`config.mk`:
```
export PLATFORM = sky130hd
export DESIGN_NAME = pwm_fault_frontend
export DESIGN_NICKNAME = d
export VERILOG_FILES = /design/src/rtl/fltfe_pkg.sv /design/src/rtl/fltfe_sync.sv /design/src/rtl/fltfe_filter.sv /design/src/rtl/fltfe_latch.sv /design/src/rtl/pwm_fault_frontend.sv
export SDC_FILE = /design/constraint.sdc
export NUM_CORES = 1
export LEC_CHECK = 0
export ABC_AREA = 1
export BUFFER_PORTS_ARGS = -buffer_cell sky130_fd_sc_hd__buf_2
export CORE_AREA = 2 2 39 41
export CTS_CLUSTER_SIZE = 30
export DETAILED_ROUTE_END_ITERATION = 12
export DIE_AREA = 0 0 41 43
export PLACE_DENSITY = 0.68
export SYNTH_ARGS = -nofsm -noshare
export SYNTH_HDL_FRONTEND = slang
export SYNTH_SLANG_ARGS = --single-unit
```
`constraint.sdc`:
```
create_clock -name clk -period 1 [get_ports clk]
set_clock_uncertainty 0.15 [all_clocks]
set_input_delay 0.15 -clock clk [delete_from_list [all_inputs] [get_ports clk]]
set_output_delay 0.15 -clock clk [all_outputs]
set_load 0.005 [all_outputs]
```
`src/rtl/fltfe_pkg.sv`:
```
package fltfe_pkg;

    localparam int SYNC_STAGES = 2;
    localparam int FILT_TAPS   = 4;
    localparam int NUM_SRC     = 2;

    typedef enum logic {
        SRC_PIN = 1'b0,
        SRC_CMP = 1'b1
    } src_e;

    typedef enum logic {
        EDGE_FALL = 1'b0,
        EDGE_RISE = 1'b1
    } edge_e;

    typedef struct packed {
        logic  prot_en;
        logic  filt_en;
        edge_e edge_sel;
        src_e  src_sel;
        logic  irq_en;
    } cfg_t;

    function automatic logic edge_hit(edge_e sel, logic now_lvl, logic old_lvl);
        if (sel == EDGE_RISE) return now_lvl & ~old_lvl;
        else                  return ~now_lvl & old_lvl;
    endfunction

endpackage

```
`src/rtl/fltfe_sync.sv`:
```
module fltfe_sync #(
    parameter int STAGES = 2
) (
    input  logic clk,
    input  logic rst,
    input  logic d,
    output logic q
);
    logic [STAGES-1:0] pipe;

    always_ff @(posedge clk) begin
        if (rst) pipe <= '0;
        else     pipe <= {pipe[STAGES-2:0], d};
    end

    assign q = pipe[STAGES-1];
endmodule

```
`src/rtl/fltfe_filter.sv`:
```
module fltfe_filter #(
    parameter int TAPS = 4
) (
    input  logic clk,
    input  logic rst,
    input  logic en,
    input  logic din,
    output logic lvl
);
    logic [TAPS-2:0] hist;
    logic [TAPS-1:0] window;
    logic            filt_q;
    logic            all_hi;
    logic            all_lo;

    assign window = {hist, din};
    assign all_hi = &window;
    assign all_lo = ~|window;

    always_ff @(posedge clk) begin
        if (rst) begin
            hist   <= '0;
            filt_q <= 1'b0;
        end else begin
            hist <= window[TAPS-2:0];
            if (all_hi)      filt_q <= 1'b1;
            else if (all_lo) filt_q <= 1'b0;
        end
    end

    // The filter state is kept up to date even while bypassed.
    assign lvl = en ? filt_q : din;

    // filtered level rises only after a full window of ones
    a_r3_rise_needs_window: assert property (@(posedge clk) disable iff (rst)
        $rose(filt_q) |-> $past(all_hi));

    // filtered level falls only after a full window of zeros
    a_r3_fall_needs_window: assert property (@(posedge clk) disable iff (rst)
        $fell(filt_q) |-> $past(all_lo));
endmodule

```
`src/rtl/fltfe_latch.sv`:
```
module fltfe_latch
    import fltfe_pkg::*;
(
    input  logic  clk,
    input  logic  rst,
    input  logic  lvl,
    input  edge_e edge_sel,
    input  logic  clr,
    input  logic  ack,
    output logic  flag
);
    logic prev_q;
    logic flag_q;
    logic evt;
    logic wipe;

    assign evt  = edge_hit(edge_sel, lvl, prev_q);
    assign wipe = clr | ack;

    always_ff @(posedge clk) begin
        if (rst) begin
            prev_q <= 1'b0;
            flag_q <= 1'b0;
        end else begin
            prev_q <= lvl;
            flag_q <= evt | (flag_q & ~wipe);
        end
    end

    assign flag = flag_q;

    // a new event wins over a clear in the same cycle
    a_r7_event_beats_clear: assert property (@(posedge clk) disable iff (rst)
        evt |=> flag_q);

    // a clear with no event empties the flag
    a_r6_clear_works: assert property (@(posedge clk) disable iff (rst)
        (wipe && !evt) |=> !flag_q);

    // the flag is sticky while no clear arrives
    a_r6_flag_sticky: assert property (@(posedge clk) disable iff (rst)
        (flag_q && !wipe) |=> flag_q);

    // the flag only rises because of a detected edge
    a_r4_rise_has_cause: assert property (@(posedge clk) disable iff (rst)
        $rose(flag_q) |-> $past(evt));
endmodule

```
`src/rtl/pwm_fault_frontend.sv`:
```
module pwm_fault_frontend
    import fltfe_pkg::*;
(
    input  logic clk,
    input  logic rst,
    input  logic fault_pin_i,
    input  logic cmp_out_i,
    input  logic prot_en_i,
    input  logic filt_en_i,
    input  logic edge_rise_i,
    input  logic src_cmp_i,
    input  logic irq_en_i,
    input  logic flag_clr_i,
    input  logic irq_ack_i,
    output logic fault_flag_o,
    output logic irq_o,
    output logic shutdown_o
);
    cfg_t               cfg;
    logic [NUM_SRC-1:0] raw_vec;
    logic [NUM_SRC-1:0] sync_vec;
    logic               sel_smp;
    logic               clean_lvl;
    logic               flag;

    assign cfg = '{
        prot_en:  prot_en_i,
        filt_en:  filt_en_i,
        edge_sel: edge_e'(edge_rise_i),
        src_sel:  src_e'(src_cmp_i),
        irq_en:   irq_en_i
    };

    // Index order follows src_e: SRC_PIN = 0, SRC_CMP = 1.
    assign raw_vec = {cmp_out_i, fault_pin_i};

    for (genvar g = 0; g < NUM_SRC; g++) begin : g_sync
        fltfe_sync #(.STAGES(SYNC_STAGES)) u_sync (
            .clk (clk),
            .rst (rst),
            .d   (raw_vec[g]),
            .q   (sync_vec[g])
        );
    end

    assign sel_smp = sync_vec[cfg.src_sel];

    fltfe_filter #(.TAPS(FILT_TAPS)) u_filter (
        .clk (clk),
        .rst (rst),
        .en  (cfg.filt_en),
        .din (sel_smp),
        .lvl (clean_lvl)
    );

    fltfe_latch u_latch (
        .clk      (clk),
        .rst      (rst),
        .lvl      (clean_lvl),
        .edge_sel (cfg.edge_sel),
        .clr      (flag_clr_i),
        .ack      (irq_ack_i),
        .flag     (flag)
    );

    assign fault_flag_o = flag;
    assign irq_o        = flag & cfg.irq_en;
    assign shutdown_o   = flag & cfg.prot_en;

    // no interrupt request while interrupts are disabled
    a_r8_irq_off_when_disabled: assert property (@(posedge clk) disable iff (rst)
        !irq_en_i |-> !irq_o);

    // no shutdown request without a pending fault
    a_r9_shutdown_needs_flag: assert property (@(posedge clk) disable iff (rst)
        !fault_flag_o |-> !shutdown_o);

    // outputs idle on the first cycle after reset
    a_r1_idle_after_reset: assert property (@(posedge clk)
        $fell(rst) |-> (!fault_flag_o && !irq_o && !shutdown_o));
endmodule

```
# After elaboration in Yosys (flattened, before gate mapping)
# Cells that the tools add are included.
[classes]
n_lt_le_gt_ge = 1
eq_ne = 1
muxes = 6
n_bitwise = 10
n_reduce_logical = 2
[op_table]
columns = ["operator", "count"]
rows = [
  ["$mux W1", 6],
  ["$and A1 B1 Y1", 5],
  ["$reduce_and A4 Y1", 1],
  ["$reduce_or A4 Y1", 1],
  ["$not A1 Y1", 3],
  ["$lt A1 B2 Y1 const B", 1],
  ["$ne A2 B1 Y1 const B", 1],
  ["$or A1 B1 Y1", 2],
]
[word_totals]
ff_bits = 10
inputBits = 11
out_inout_bits = 3
word_cells = 26

# Longest topological paths before layout
# Gate-level depths: netlist (run 1).
[logic_depth]
depth_word = 7
depth_mapped = 7
ltp_nobuf = 7

# Hierarchy
# From an unflattened synthesis (run 1), not the netlist that was laid out.
[hier_totals]
cells_unflattened = 55
area_unflattened_um2 = 379.1
[by_module_without_submodules]
columns = ["mod", "n_inst", "cells_per_inst", "area_per_inst_um2", "seq_area_each_um2"]
rows = [
  ["fltfe_filter", 1, 22, 151.4, 80.1],
  ["fltfe_sync", 2, 6, 55.1, 40.0],
  ["fltfe_latch", 1, 13, 87.6, 40.0],
  ["pwm_fault_frontend", 1, 8, 30.0, 0.0],
]

# Least setup slack after synthesis (run 1)
# OpenSTA, ideal clock, no wires.
[synth_path]
path_kind = "flip-flop to flip-flop"
start = "register u_filter.filt_q"
end = "register u_latch.flag_q, in the netlist u_latch.flag"
setup_time_ns = 0.109
t_arrival_ns = 0.729
required_ns = 0.741
slack_ns = 0.012
path_stages_with_launch = 6
n_path_buf = 0
period_less_slack_ns = 0.988
path_cell_list = "dfxtp_1 or2_0 nand3_1 nand3_1 nand2_1 inv_1"
[synth_via]
elab_chain_cells = 5
elab_cells_between_ends = 6
classes_between = "mux (2); bitwise (4)"
[synth_rtl]
columns = ["element", "line_no", "source"]
rows = [
  ["start: declaration", "fltfe_filter.sv:12", "logic filt_q;"],
  ["start signal: assignment", "fltfe_filter.sv:23", "filt_q <= 1'b0;"],
  ["start signal: assignment", "fltfe_filter.sv:26", "if (all_hi) filt_q <= 1'b1;"],
  ["start signal: assignment", "fltfe_filter.sv:27", "else if (all_lo) filt_q <= 1'b0;"],
  ["$mux W1 (*)", "fltfe_filter.sv:32", "assign lvl = en ? filt_q : din;"],
  ["$not A1 Y1", "fltfe_pkg.sv:27", "else return ~now_lvl & old_lvl;"],
  ["$and A1 B1 Y1", "fltfe_pkg.sv:27", ""],
  ["$mux W1 (*)", "fltfe_pkg.sv:26", "if (sel == EDGE_RISE) return now_lvl & ~old_lvl;"],
  ["$or A1 B1 Y1 (*)", "fltfe_latch.sv:26", "flag_q <= evt | (flag_q & ~wipe);"],
  ["end signal: assignment", "fltfe_latch.sv:26", ""],
  ["end: declaration", "fltfe_latch.sv:13", "logic flag_q;"],
]
# Mark *: on every way between the ends. The rest lies on a longest branch, timed or not.
# A chain may end at the register's enable or synchronous reset.

# Worst setup path after layout (run 1)
[layout_path]
start = "register u_latch.flag_q, in the netlist u_latch.flag"
end = "output irq_o"
[layout_via]
elab_chain_cells = 1
[layout_rtl]
columns = ["element", "line_no", "source"]
rows = [
  ["$and A1 B1 Y1", "pwm_fault_frontend.sv:67", "assign irq_o = flag & cfg.irq_en;"],
  ["end: declaration", "pwm_fault_frontend.sv:16", "output logic irq_o,"],
]
# Every way passes these cells.

==> impl_metrics.csv, run 1 <==
group,metric,value,unit
yosys,synth_area,418,um^2
worst_setup_path,critical_path_class,"flip-flop to primary output",
sta,drv_slew,0,
clock_network,clk_latency,0.25,ns
drt,drt_wl_total,766,um
global_routing,grt_pass1_wl,1.21,mm
power_and_ir_drop,powerDensity,1310,nW/um^2
yosys,synth-seq-area-share,47.9,%
layout,utilization,42.0,%
worst_setup_path,r2r_slack,-0.02,ns
power_and_ir_drop,leakage,0.000332,uW
global_routing,grt_pass1_vias,375,
yosys,ys_types,11,
power_and_ir_drop,seqPwrFrac,55.2,%
global_routing,grt_max_degree,10,
sta,fin_crit_sh,109,%
hold_path,holdPathEnd,"g_sync[0].u_sync.pipe[1]$_SDFF_PP0_",
power_and_ir_drop,pwr-share-comb,10.6,%
power_and_ir_drop,power.switching,167,uW
clock_network,cts_root_buf,"clkbuf_4",
yosys,yosysWarnings,0,
worst_setup_path,r2r-start,"g_sync[1].u_sync.pipe[1]$_SDFF_PP0_",
yosys,synth-compound-area-share,3.29,%
sta,clock.fmax,922,MHz
global_routing,grt_overflow,0,
layout,drive_above_1_share,34.1,%
yosys,yosys.area_share.xor_xnor,0,%
clock_network,cts.reportedPaths.clkPinSlew,0.06,ns
layout,n_fill_cell,150,
power_and_ir_drop,p_clk_share,34.2,%
floorplan,die_w,41,um
power_and_ir_drop,max-vdd-ir-drop,0.727,mV
layout,final_nets,95,
clock_network,clock-sinks,10,
hold_path,min-delay-start,"rst",
yosys,synth_nets,73,
drt,wl_per_cell,7.82,um
sta,slew_headroom,88.9,%
drt,detail_route.first_pass.iterations,2,
layout,syn2layout_area_growth,38.9,%
drt,drt_iter0_drc,3,
sta,fin_tns_setup,-0.185,ns
clock_network,htree_levels,1,
clock_network,cts_buffers,3,
sta,finalSetupViolCount,4,
outcome,violations,"setup timing",
yosys,syn_area_per_cell,6.74,um^2
clock_network,clock_path_buffers,2,
sta,setup_slack,-0.0851,ns
layout,diodes,0,
drt,drtAntennaViolNets,0,
placement,port_buffers,13,
yosys,ys_seq_elements,10,
floorplan,placeableCoreArea,1380,um^2
worst_setup_path,crit_required,0.70,ns
floorplan,die_h,43,um
floorplan,initial_core_util,30.2,%
sta,period_needed,1.09,ns
yosys,synth_top_family_by_area,"simple AND/OR/NAND/NOR gates",
placement,hpwl,591,um
drt,route.detailed.drc,0,
outcome,status,"complete, but fails checks",
placement,place_congestion,0.704,
floorplan,die_area,1760,um^2
sta,hold_slack,0.0228,ns
worst_setup_path,crit_path_start,"u_latch.flag$_SDFF_PP0_",
yosys,synthCells,62,
worst_setup_path,reg2reg_to,"u_filter.filt_q$_SDFFE_PP0P_",
drt,via_count,405,
worst_setup_path,cp-start-kind,"flip-flop",
worst_setup_path,endpoint_kind,"primary output",
sta,rsz0062_at_grt,"yes",
power_and_ir_drop,p_sw_share,22.0,%
flow_run,maxCapViolCount,0,
floorplan,ios,14,
global_routing,grt_usage,10.7,%
drt,viasPerCell,4.13,
global_routing,antenna_found_initial,0,
hold_path,hold_depth,2,
sta,hold_violations,0,
power_and_ir_drop,p_int,592,uW
floorplan,rows,14,
worst_setup_path,cp.arrival,0.79,ns
worst_setup_path,r2r_cells,6,
yosys,synthMuxAreaShare,0,%
yosys,synthSimpleGateAreaFrac,31.4,%
hold_path,hp-class,"input port to flip-flop",
clock_network,cts_tree,"done",
worst_setup_path,cp_max_fo,4,
yosys,synth_adder_area_share,0,%
sta,worst_pin_slew,0.166,ns
[routing by layer]
layer	global-route usage, %	share of wire (%)
met1	8.47	42
met2	18.4	50
met3	4.71	8.5
met4	8.00	0
met5	0	0
[what timing repair did]
action | 4_1_cts | 5_1_grt
pin swaps | 8 | 2
endpoints found under the hold margin | 2 | 0
gates resized for setup | 7 | 0
setup endpoints to repair | 5 | 5
hold buffers | 2 | 0
setup buffers | 1 | 1
[power groups by stage]
stage | combinational [uW] | clock, uW | sequential, uW
3_3_place_gp | 66.5 | 0 | 426
5_1_grt | 92.7 | 294 | 421
2_1_floorplan | 39.3 | 0 | 426
6_report | 80.5 | 260 | 420
4_1_cts | 79.7 | 276 | 419
3_5_place_dp | 68.5 | 0 | 427
[metrics by stage]
stage | worst slack [ns] | instance area [um^2] | instances | power (uW)
after floorplan | 0.0123 | 418 | 62 | 465
after global placement | 0.00489 | 505 | 91 | 493
after detailed placement | -0.0409 | 505 | 91 | 496
after CTS | -0.103 | 573 | 97 | 775
after global routing | -0.167 | 581 | 98 | 807
final | -0.0851 | 581 | 98 | 760
[critical path: stages, from the launching register on]
cell and delay [ns]:
dfxtp_2 0.33, nand2_1 0.06, inv_1 0.03, buf_2 0.11
[final cells by class]
class | instances | area (um^2) | area share, %
flip-flops and latches | 10 | 205 | 35.3
repair buffers | 18 | 108 | 18.5
clock buffers | 3 | 22.5 | 3.88
multi-input cells | 33 | 158 | 27.2
inverters | 18 | 67.6 | 11.6
well taps | 16 | 20.0 | 3.45
[worst max-delay path by stage]
stage | depth (start not counted) | to
floorplan | 5 | u_latch.flag$_SDFF_PP0_
global placement | 6 | u_filter.filt_q$_SDFFE_PP0P_
finish | 3 | irq_o
detailed placement | 6 | u_filter.filt_q$_SDFFE_PP0P_
CTS | 3 | irq_o
global route | 3 | shutdown_o
[cell families after synthesis]
kind of cell / after synthesis
simple gates: 31
flops: 10
compound gates: 2
buf+inv: 19
[cells in the final DEF, fill, tap and decap left out]
master	instances
nand3_1	4
buf_4	3
clkbuf_4	3
inv_1	18
nand2_2	2
dfxtp_2	4
nand4_1	1
a21oi_2	1
dfxtp_1	6
dlygate4sd3_1	2
nand2_1	12
buf_2	13
nand3_2	2
a21oi_1	1
nor2_1	9
or2_0	1
[flip-flops by register name (all words and copies together) (netlist names)]
register	flops
g_sync.u_sync.pipe	4
u_filter.filt_q	1
u_latch.flag	1
u_filter.hist	3
u_latch.prev_q	1
[cells in the mapped netlist]
library cell / number / share of area [%]
nor2_1: 9 / 8.1
a21oi_1: 1 / 1.2
or2_0: 1 / 1.5
inv_1: 18 / 16
nand2_2: 1 / 1.5
dfxtp_1: 10 / 48
a21oi_2: 1 / 2.1
buf_2: 1 / 1.2
nand3_1: 6 / 7.2
nand2_1: 13 / 12
nand4_1: 1 / 1.5
No activity file was read; power rests on OpenSTA's default activity.
==> run 2, diff against run 1 <==
--- a/config.mk
+++ b/config.mk
@@ -5,13 +5,13 @@
 export SDC_FILE = /design/constraint.sdc
 export NUM_CORES = 1
 export LEC_CHECK = 0
-export ABC_AREA = 1
 export BUFFER_PORTS_ARGS = -buffer_cell sky130_fd_sc_hd__buf_2
 export CORE_AREA = 2 2 39 41
+export CTS_BUF_LIST = sky130_fd_sc_hd__clkbuf_16
 export CTS_CLUSTER_SIZE = 30
 export DETAILED_ROUTE_END_ITERATION = 12
 export DIE_AREA = 0 0 41 43
-export PLACE_DENSITY = 0.68
+export PLACE_DENSITY = 0.62
 export SYNTH_ARGS = -nofsm -noshare
 export SYNTH_HDL_FRONTEND = slang
 export SYNTH_SLANG_ARGS = --single-unit
==> run 2 against run 1 <==
- the flow still finishes with violations (setup timing)
- non-clock buffer count fell by 1
- sequential cell count did not move
- clock power rose to 2.6 times the previous value
- maximum frequency fell by 10%
- setup slack got worse by 0.13 ns
- critical path depth rose by 1
- total power rose by 53%
- cell area fell by 3.4%
- count of clock-buffer cells in the layout did not move
- largest cell class unchanged
==> impl_metrics.csv, run 2 <==
group,metric,value,unit
worst_setup_path,path_buf_inv,0,
placement,hpwl,434,um
sta,finalSetupViolCount,5,
worst_setup_path,endpoint_kind,"flip-flop",
yosys,ys_types,12,
placement,port_buffers,13,
layout,final_cell_mix,"13 x buf_2, 10 x dfxtp_1, 7 x nor2b_1, 3 x nor2_1, 3 x clkbuf_16",
clock_network,cts_buffers,3,
sta,clock.fmax,826,MHz
power_and_ir_drop,pwr-share-comb,5.6,%
yosys,yosysWarnings,0,
global_routing,grt_usage,9.63,%
yosys,ys_seq_elements,10,
layout,final_nets,64,
sta,slew_headroom,86.8,%
clock_network,clock_path_buffers,2,
power_and_ir_drop,powerDensity,2070,nW/um^2
drt,viasPerCell,4.24,
yosys,synth_top_area_share,58.0,%
sta,period_needed,1.21,ns
worst_setup_path,crit_required,1.01,ns
power_and_ir_drop,power.switching,191,uW
yosys,synthCells,32,
layout,utilization,40.5,%
layout,drive_above_1_share,41.2,%
yosys,netlist_top_cells_count,"10 x dfxtp_1, 7 x nor2b_1, 3 x nor2_1",
clock_network,cts.reportedPaths.clkPinSlew,0.04,ns
global_routing,grt_pass1_vias,273,
worst_setup_path,cp_max_fo,3,
sta,hold_violations,0,
hold_path,hp-class,"input port to flip-flop",
global_routing,grt_pass1_wl,1.02,mm
global_routing,antenna_found_initial,0,
worst_setup_path,critical_path_class,"flip-flop to flip-flop",
global_routing,grt_overflow,0,
drt,wl_per_cell,9.19,um
sta,fin_tns_setup,-0.657,ns
clock_network,cts_tree,"done",
yosys,syn_area_per_cell,10.8,um^2
floorplan,die_area,1760,um^2
worst_setup_path,cp_slowest_cell,"or3b_1",
layout,largest_reg_flops,4,
worst_setup_path,cpLargestDelayFamily,"simple AND/OR/NAND/NOR gates",
floorplan,initial_core_util,25.0,%
power_and_ir_drop,max-vdd-ir-drop,1.26,mV
layout,diodes,0,
power_and_ir_drop,p_total,1160,uW
sta,setup_slack,-0.210,ns
power_and_ir_drop,p_clk_share,58.4,%
sta,hold_slack,0.0555,ns
power_and_ir_drop,leakage,0.000244,uW
floorplan,die_h,43,um
layout,top_register,"g_sync.u_sync.pipe",
yosys,synth_nets,43,
yosys,synth_area_leaders,"dfxtp_1 58%, nor2b_1 13%, mux2_4 4.3%",
global_routing,grt_max_degree,11,
outcome,violations,"setup timing",
drt,route.detailed.drc,0,
floorplan,placeableCoreArea,1380,um^2
outcome,status,"complete, but fails checks",
floorplan,rows,14,
yosys,yosysTopAreaCell,"dfxtp_1",
drt,drtAntennaViolNets,0,
sta,drv_slew,0,
layout,syn2layout_area_growth,62.3,%
worst_setup_path,cp.arrival,1.22,ns
yosys,synth-seq-area-share,58.0,%
clock_network,htree_levels,1,
power_and_ir_drop,p_int,971,uW
worst_setup_path,cp-start-kind,"flip-flop",
sta,worst_pin_slew,0.196,ns
drt,drt_iter0_drc,3,
worst_setup_path,crit_chain,"mux2_4 > mux2i_4 > or3b_1 > a31oi_1",
yosys,yosysMostFrequentCell,"dfxtp_1",
drt,via_count,284,
flow_run,maxCapViolCount,0,
floorplan,ios,14,
layout,top_regs,"g_sync.u_sync.pipe x4, u_filter.hist x3",
clock_network,post_cts_buffers,0,
yosys,synth_edf_count,0,
layout,layout_commonest_cell,"buf_2",
power_and_ir_drop,p_sw_share,16.4,%
power_and_ir_drop,seqPwrFrac,36.0,%
clock_network,clk_latency,0.23,ns
floorplan,die_w,41,um
sta,fin_crit_sh,121,%
clock_network,cts_root_buf,"clkbuf_16",
yosys,synth_area,345,um^2
yosys,async_flop_share,0,%
worst_setup_path,critical-path-max-stage-delay,0.34,ns
yosys,ys.flop_type,"dfxtp_1",
clock_network,clock-sinks,10,
drt,drt_wl_total,616,um
sta,rsz0062_at_grt,"yes",
placement,place_congestion,0.639,
layout,n_fill_cell,138,
drt,detail_route.first_pass.iterations,3,
## run 2: cell type report
cell class	count	area, um^2	share of cell area [%]
sequential	10	200	35.7
multi-input combinational	21	165	29.5
tap	16	20.0	3.57
clock buffer	3	75.1	13.4
timing repair buffer	17	100	17.9
## run 2: worst paths after layout
check / to / slack [ns] / startpoint / cells after the start
min reg2reg: g_sync[1].u_sync.pipe[1]$_SDFF_PP0_ / 0.28 / g_sync[1].u_sync.pipe[0]$_SDFF_PP0_ / 1
min: u_latch.flag$_SDFF_PP0_ / 0.06 / flag_clr_i / 4
max reg2reg: u_latch.flag$_SDFF_PP0_ / -0.21 / g_sync[0].u_sync.pipe[1]$_SDFF_PP0_ / 4
max: u_latch.flag$_SDFF_PP0_ / -0.21 / g_sync[0].u_sync.pipe[1]$_SDFF_PP0_ / 4
## run 2: worst register-to-register path: stages (launching register included)
cell	delay, ns
dfxtp_1	0.30
mux2_4	0.16
mux2i_4	0.07
or3b_1	0.34
a31oi_1	0.12
## run 2: routing by layer
layer,vias up,GRT usage (%),wire length (um)
li1,145,-,-
met1,124,7.31,227
met2,15,15.3,313
met3,0,9.42,74
met4,0,4.00,0
met5,-,0,0
## run 2: cells by family after synthesis
kind of cell | synth area share (%)
simple gates | 29.0
compound gates | 3.62
mux | 8.33
flops | 58.0
buf+inv | 1.09
## run 2: power groups by stage
stage	combinational [uW]	clock, uW	sequential (uW)
final	65.1	679	418
after global routing	73.4	718	419
after CTS	62.8	692	417
after detailed placement	52.2	0	423
after global placement	51.2	0	423
after floorplan	25.8	0	422
## run 2: per-stage QoR
| stage | cell area, um^2 | worst slack [ns] | std cells |
|---|---|---|---|
| 4_1_cts | 552 | -0.219 | 67 |
| 6_report | 561 | -0.210 | 67 |
| 3_3_place_gp | 442 | -0.207 | 62 |
| 3_5_place_dp | 442 | -0.254 | 62 |
| 5_1_grt | 561 | -0.277 | 67 |
| 2_1_floorplan | 345 | -0.187 | 32 |
## run 2: repair_timing
action,4_1_cts,5_1_grt
pin swaps,2,1
setup endpoints to repair,6,6
hold endpoints to repair,2,0
gates resized for setup,2,1
hold buffers,2,0
==> run 3, diff against run 2 <==
--- a/config.mk
+++ b/config.mk
@@ -7,7 +7,6 @@
 export LEC_CHECK = 0
 export BUFFER_PORTS_ARGS = -buffer_cell sky130_fd_sc_hd__buf_2
 export CORE_AREA = 2 2 39 41
-export CTS_BUF_LIST = sky130_fd_sc_hd__clkbuf_16
 export CTS_CLUSTER_SIZE = 30
 export DETAILED_ROUTE_END_ITERATION = 12
 export DIE_AREA = 0 0 41 43
==> run 3 against run 2 <==
- the flow still finishes with violations (setup timing)
- cell area fell by 9.4%
- wire length fell by 0.97%
- highest routed layer unchanged
- core utilization fell by 3.8 points
- first-iteration DRC count did not move
==> impl_metrics.csv, run 3 (same netlist as run 2, synthesis figures left out) <==
group,metric,value,unit
outcome,status,"complete, but fails checks",
outcome,violations,"setup timing",
worst_setup_path,critical-path-max-stage-delay,0.34,ns
floorplan,placeableCoreArea,1380,um^2
layout,top_register,"g_sync.u_sync.pipe",
layout,syn2layout_area_growth,47.1,%
floorplan,initial_core_util,25.0,%
sta,hold_violations,0,
placement,hpwl,434,um
global_routing,grt_pass1_vias,275,
global_routing,grt_overflow,0,
global_routing,antenna_found_initial,0,
sta,fin_tns_setup,-0.741,ns
drt,drtAntennaViolNets,0,
sta,drv_slew,0,
floorplan,ios,14,
global_routing,grt_max_degree,11,
worst_setup_path,crit_required,1.04,ns
floorplan,die_w,41,um
floorplan,rows,14,
power_and_ir_drop,max-vdd-ir-drop,0.921,mV
global_routing,grt_util_met2,15.0,%
layout,drive_above_1_share,41.2,%
worst_setup_path,r2r_cells,4,
power_and_ir_drop,powerDensity,1450,nW/um^2
sta,setup_slack,-0.207,ns
layout,largest_reg_flops,4,
sta,fin_crit_sh,121,%
worst_setup_path,cp_slowest_cell,"or3b_1",
worst_setup_path,reg2reg_to,"u_latch.flag$_SDFF_PP0_",
sta,worst_pin_slew,0.198,ns
worst_setup_path,cp_max_fo,3,
clock_network,htree_levels,1,
worst_setup_path,cp.arrival,1.25,ns
sta,finalSetupViolCount,6,
clock_network,cts_buffers,3,
floorplan,die_h,43,um
worst_setup_path,endpoint_kind,"flip-flop",
placement,pre_cts_slack,-0.254,ns
clock_network,clock_path_buffers,2,
sta,rsz0062_at_grt,"yes",
placement,dp.cells,62,
drt,route.detailed.drc,0,
sta,slew_headroom,86.7,%
worst_setup_path,critical_path_class,"flip-flop to flip-flop",
global_routing,use_met1,8.31,%
global_routing,grt_usage,9.53,%
clock_network,clk_latency,0.26,ns
layout,top_regs,"g_sync.u_sync.pipe x4, u_filter.hist x3",
global_routing,grt_pass1_wl,1.04,mm
global_routing,busiest_layer,"met2",
clock_network,cts_tree,"done",
global_routing,met3_usage,9.42,%
placement,place_congestion,0.639,
drt,drt_wl_total,610,um
sta,period_needed,1.21,ns
drt,viasPerCell,4.28,
drt,via_count,287,
layout,final_cell_mix,"13 x buf_2, 10 x dfxtp_1, 7 x nor2b_1, 3 x nor2_1, 3 x clkbuf_4",
worst_setup_path,cp-start-kind,"flip-flop",
placement,port_buffers,13,
hold_path,hp-class,"input port to flip-flop",
layout,diodes,0,
layout,final_nets,64,
drt,drt_iter0_drc,3,
hold_path,hold_depth,4,
clock_network,cts_root_buf,"clkbuf_4",
drt,wl_per_cell,9.10,um
layout,layout_commonest_cell,"buf_2",
flow_run,maxCapViolCount,0,
floorplan,die_area,1760,um^2
hold_path,min-delay-start,"flag_clr_i",
clock_network,cts.reportedPaths.clkPinSlew,0.06,ns
worst_setup_path,r2r_slack,-0.21,ns
layout,final_cells,67,
power_and_ir_drop,leakage,0.000221,uW
worst_setup_path,r2r-start,"g_sync[0].u_sync.pipe[1]$_SDFF_PP0_",
hold_path,holdPathEnd,"u_latch.flag$_SDFF_PP0_",
drt,detail_route.first_pass.iterations,3,
worst_setup_path,crit_chain,"mux2_4 > mux2i_4 > or3b_1 > a31oi_1",
clock_network,clock-sinks,10,
sta,clock.fmax,828,MHz
## run 3: cell count changes in the layout (fill, tap and decap cells not counted)
cell / before / now
clkbuf_16: 3 / 0
clkbuf_4: 0 / 3
## run 3: how the worst max path moves through the flow
stage,depth (start not counted),from,end,slack (ns)
3_3_place_gp,5,src_cmp_i,u_latch.flag$_SDFF_PP0_,-0.21
3_5_place_dp,5,src_cmp_i,u_latch.flag$_SDFF_PP0_,-0.25
2_1_floorplan,4,g_sync[0].u_sync.pipe[1]$_SDFF_PP0_,u_latch.flag$_SDFF_PP0_,-0.19
6_report,4,g_sync[0].u_sync.pipe[1]$_SDFF_PP0_,u_latch.flag$_SDFF_PP0_,-0.21
4_1_cts,4,g_sync[0].u_sync.pipe[1]$_SDFF_PP0_,u_latch.flag$_SDFF_PP0_,-0.22
5_1_grt,4,g_sync[0].u_sync.pipe[1]$_SDFF_PP0_,u_latch.flag$_SDFF_PP0_,-0.28
## run 3: per-stage QoR
step | hold WS (ns) | power (uW) | utilization [%] | cell area (um^2)
6_report | 0.0221 | 739 | 36.7 | 508
5_1_grt | 0.0279 | 792 | 36.7 | 508
4_1_cts | 0.0200 | 747 | 36.1 | 499
3_5_place_dp | 0.215 | 475 | 31.9 | 442
3_3_place_gp | 0.208 | 474 | 31.9 | 442
2_1_floorplan | 0.128 | 448 | - | 345
## run 3: cell type report
type,count,area [um^2]
flip-flops and latches,10,200
fillers,143,876
multi-input cells,21,165
well taps,16,20.0
repair buffers,17,100
clock buffers,3,22.5
## run 3: timing repair
| action | in CTS | in global routing |
|---|---|---|
| pin swaps | 2 | 2 |
| hold endpoints to repair | 2 | 0 |
| gates resized for setup | 2 | 1 |
| setup buffers | 0 | 0 |
| hold buffers | 2 | 0 |
| endpoints found under the setup margin | 6 | 6 |
| cloned | 0 | 0 |
## run 3: critical path: cells and delay by family, from the launching register on
family | cells | cell delay (ns)
DFF | 1 | 0.30
muxes | 2 | 0.23
and+or+nand+nor | 1 | 0.34
AOI/OAI and AO/OA | 1 | 0.12
## run 3: where the power goes
group / internal (uW) / switching [uW]
Combinational: 42.2 / 23.3
Clock: 138 / 120
Sequential: 410 / 5.24
Total: 590 / 149
## run 3: layer usage
| metal | part of all wire (%) | wire length [um] |
|---|---|---|
| met1 | 36 | 217 |
| met4 | 0 | 0 |
| met5 | 0 | 0 |
| met2 | 52 | 317 |
| met3 | 12 | 74 |
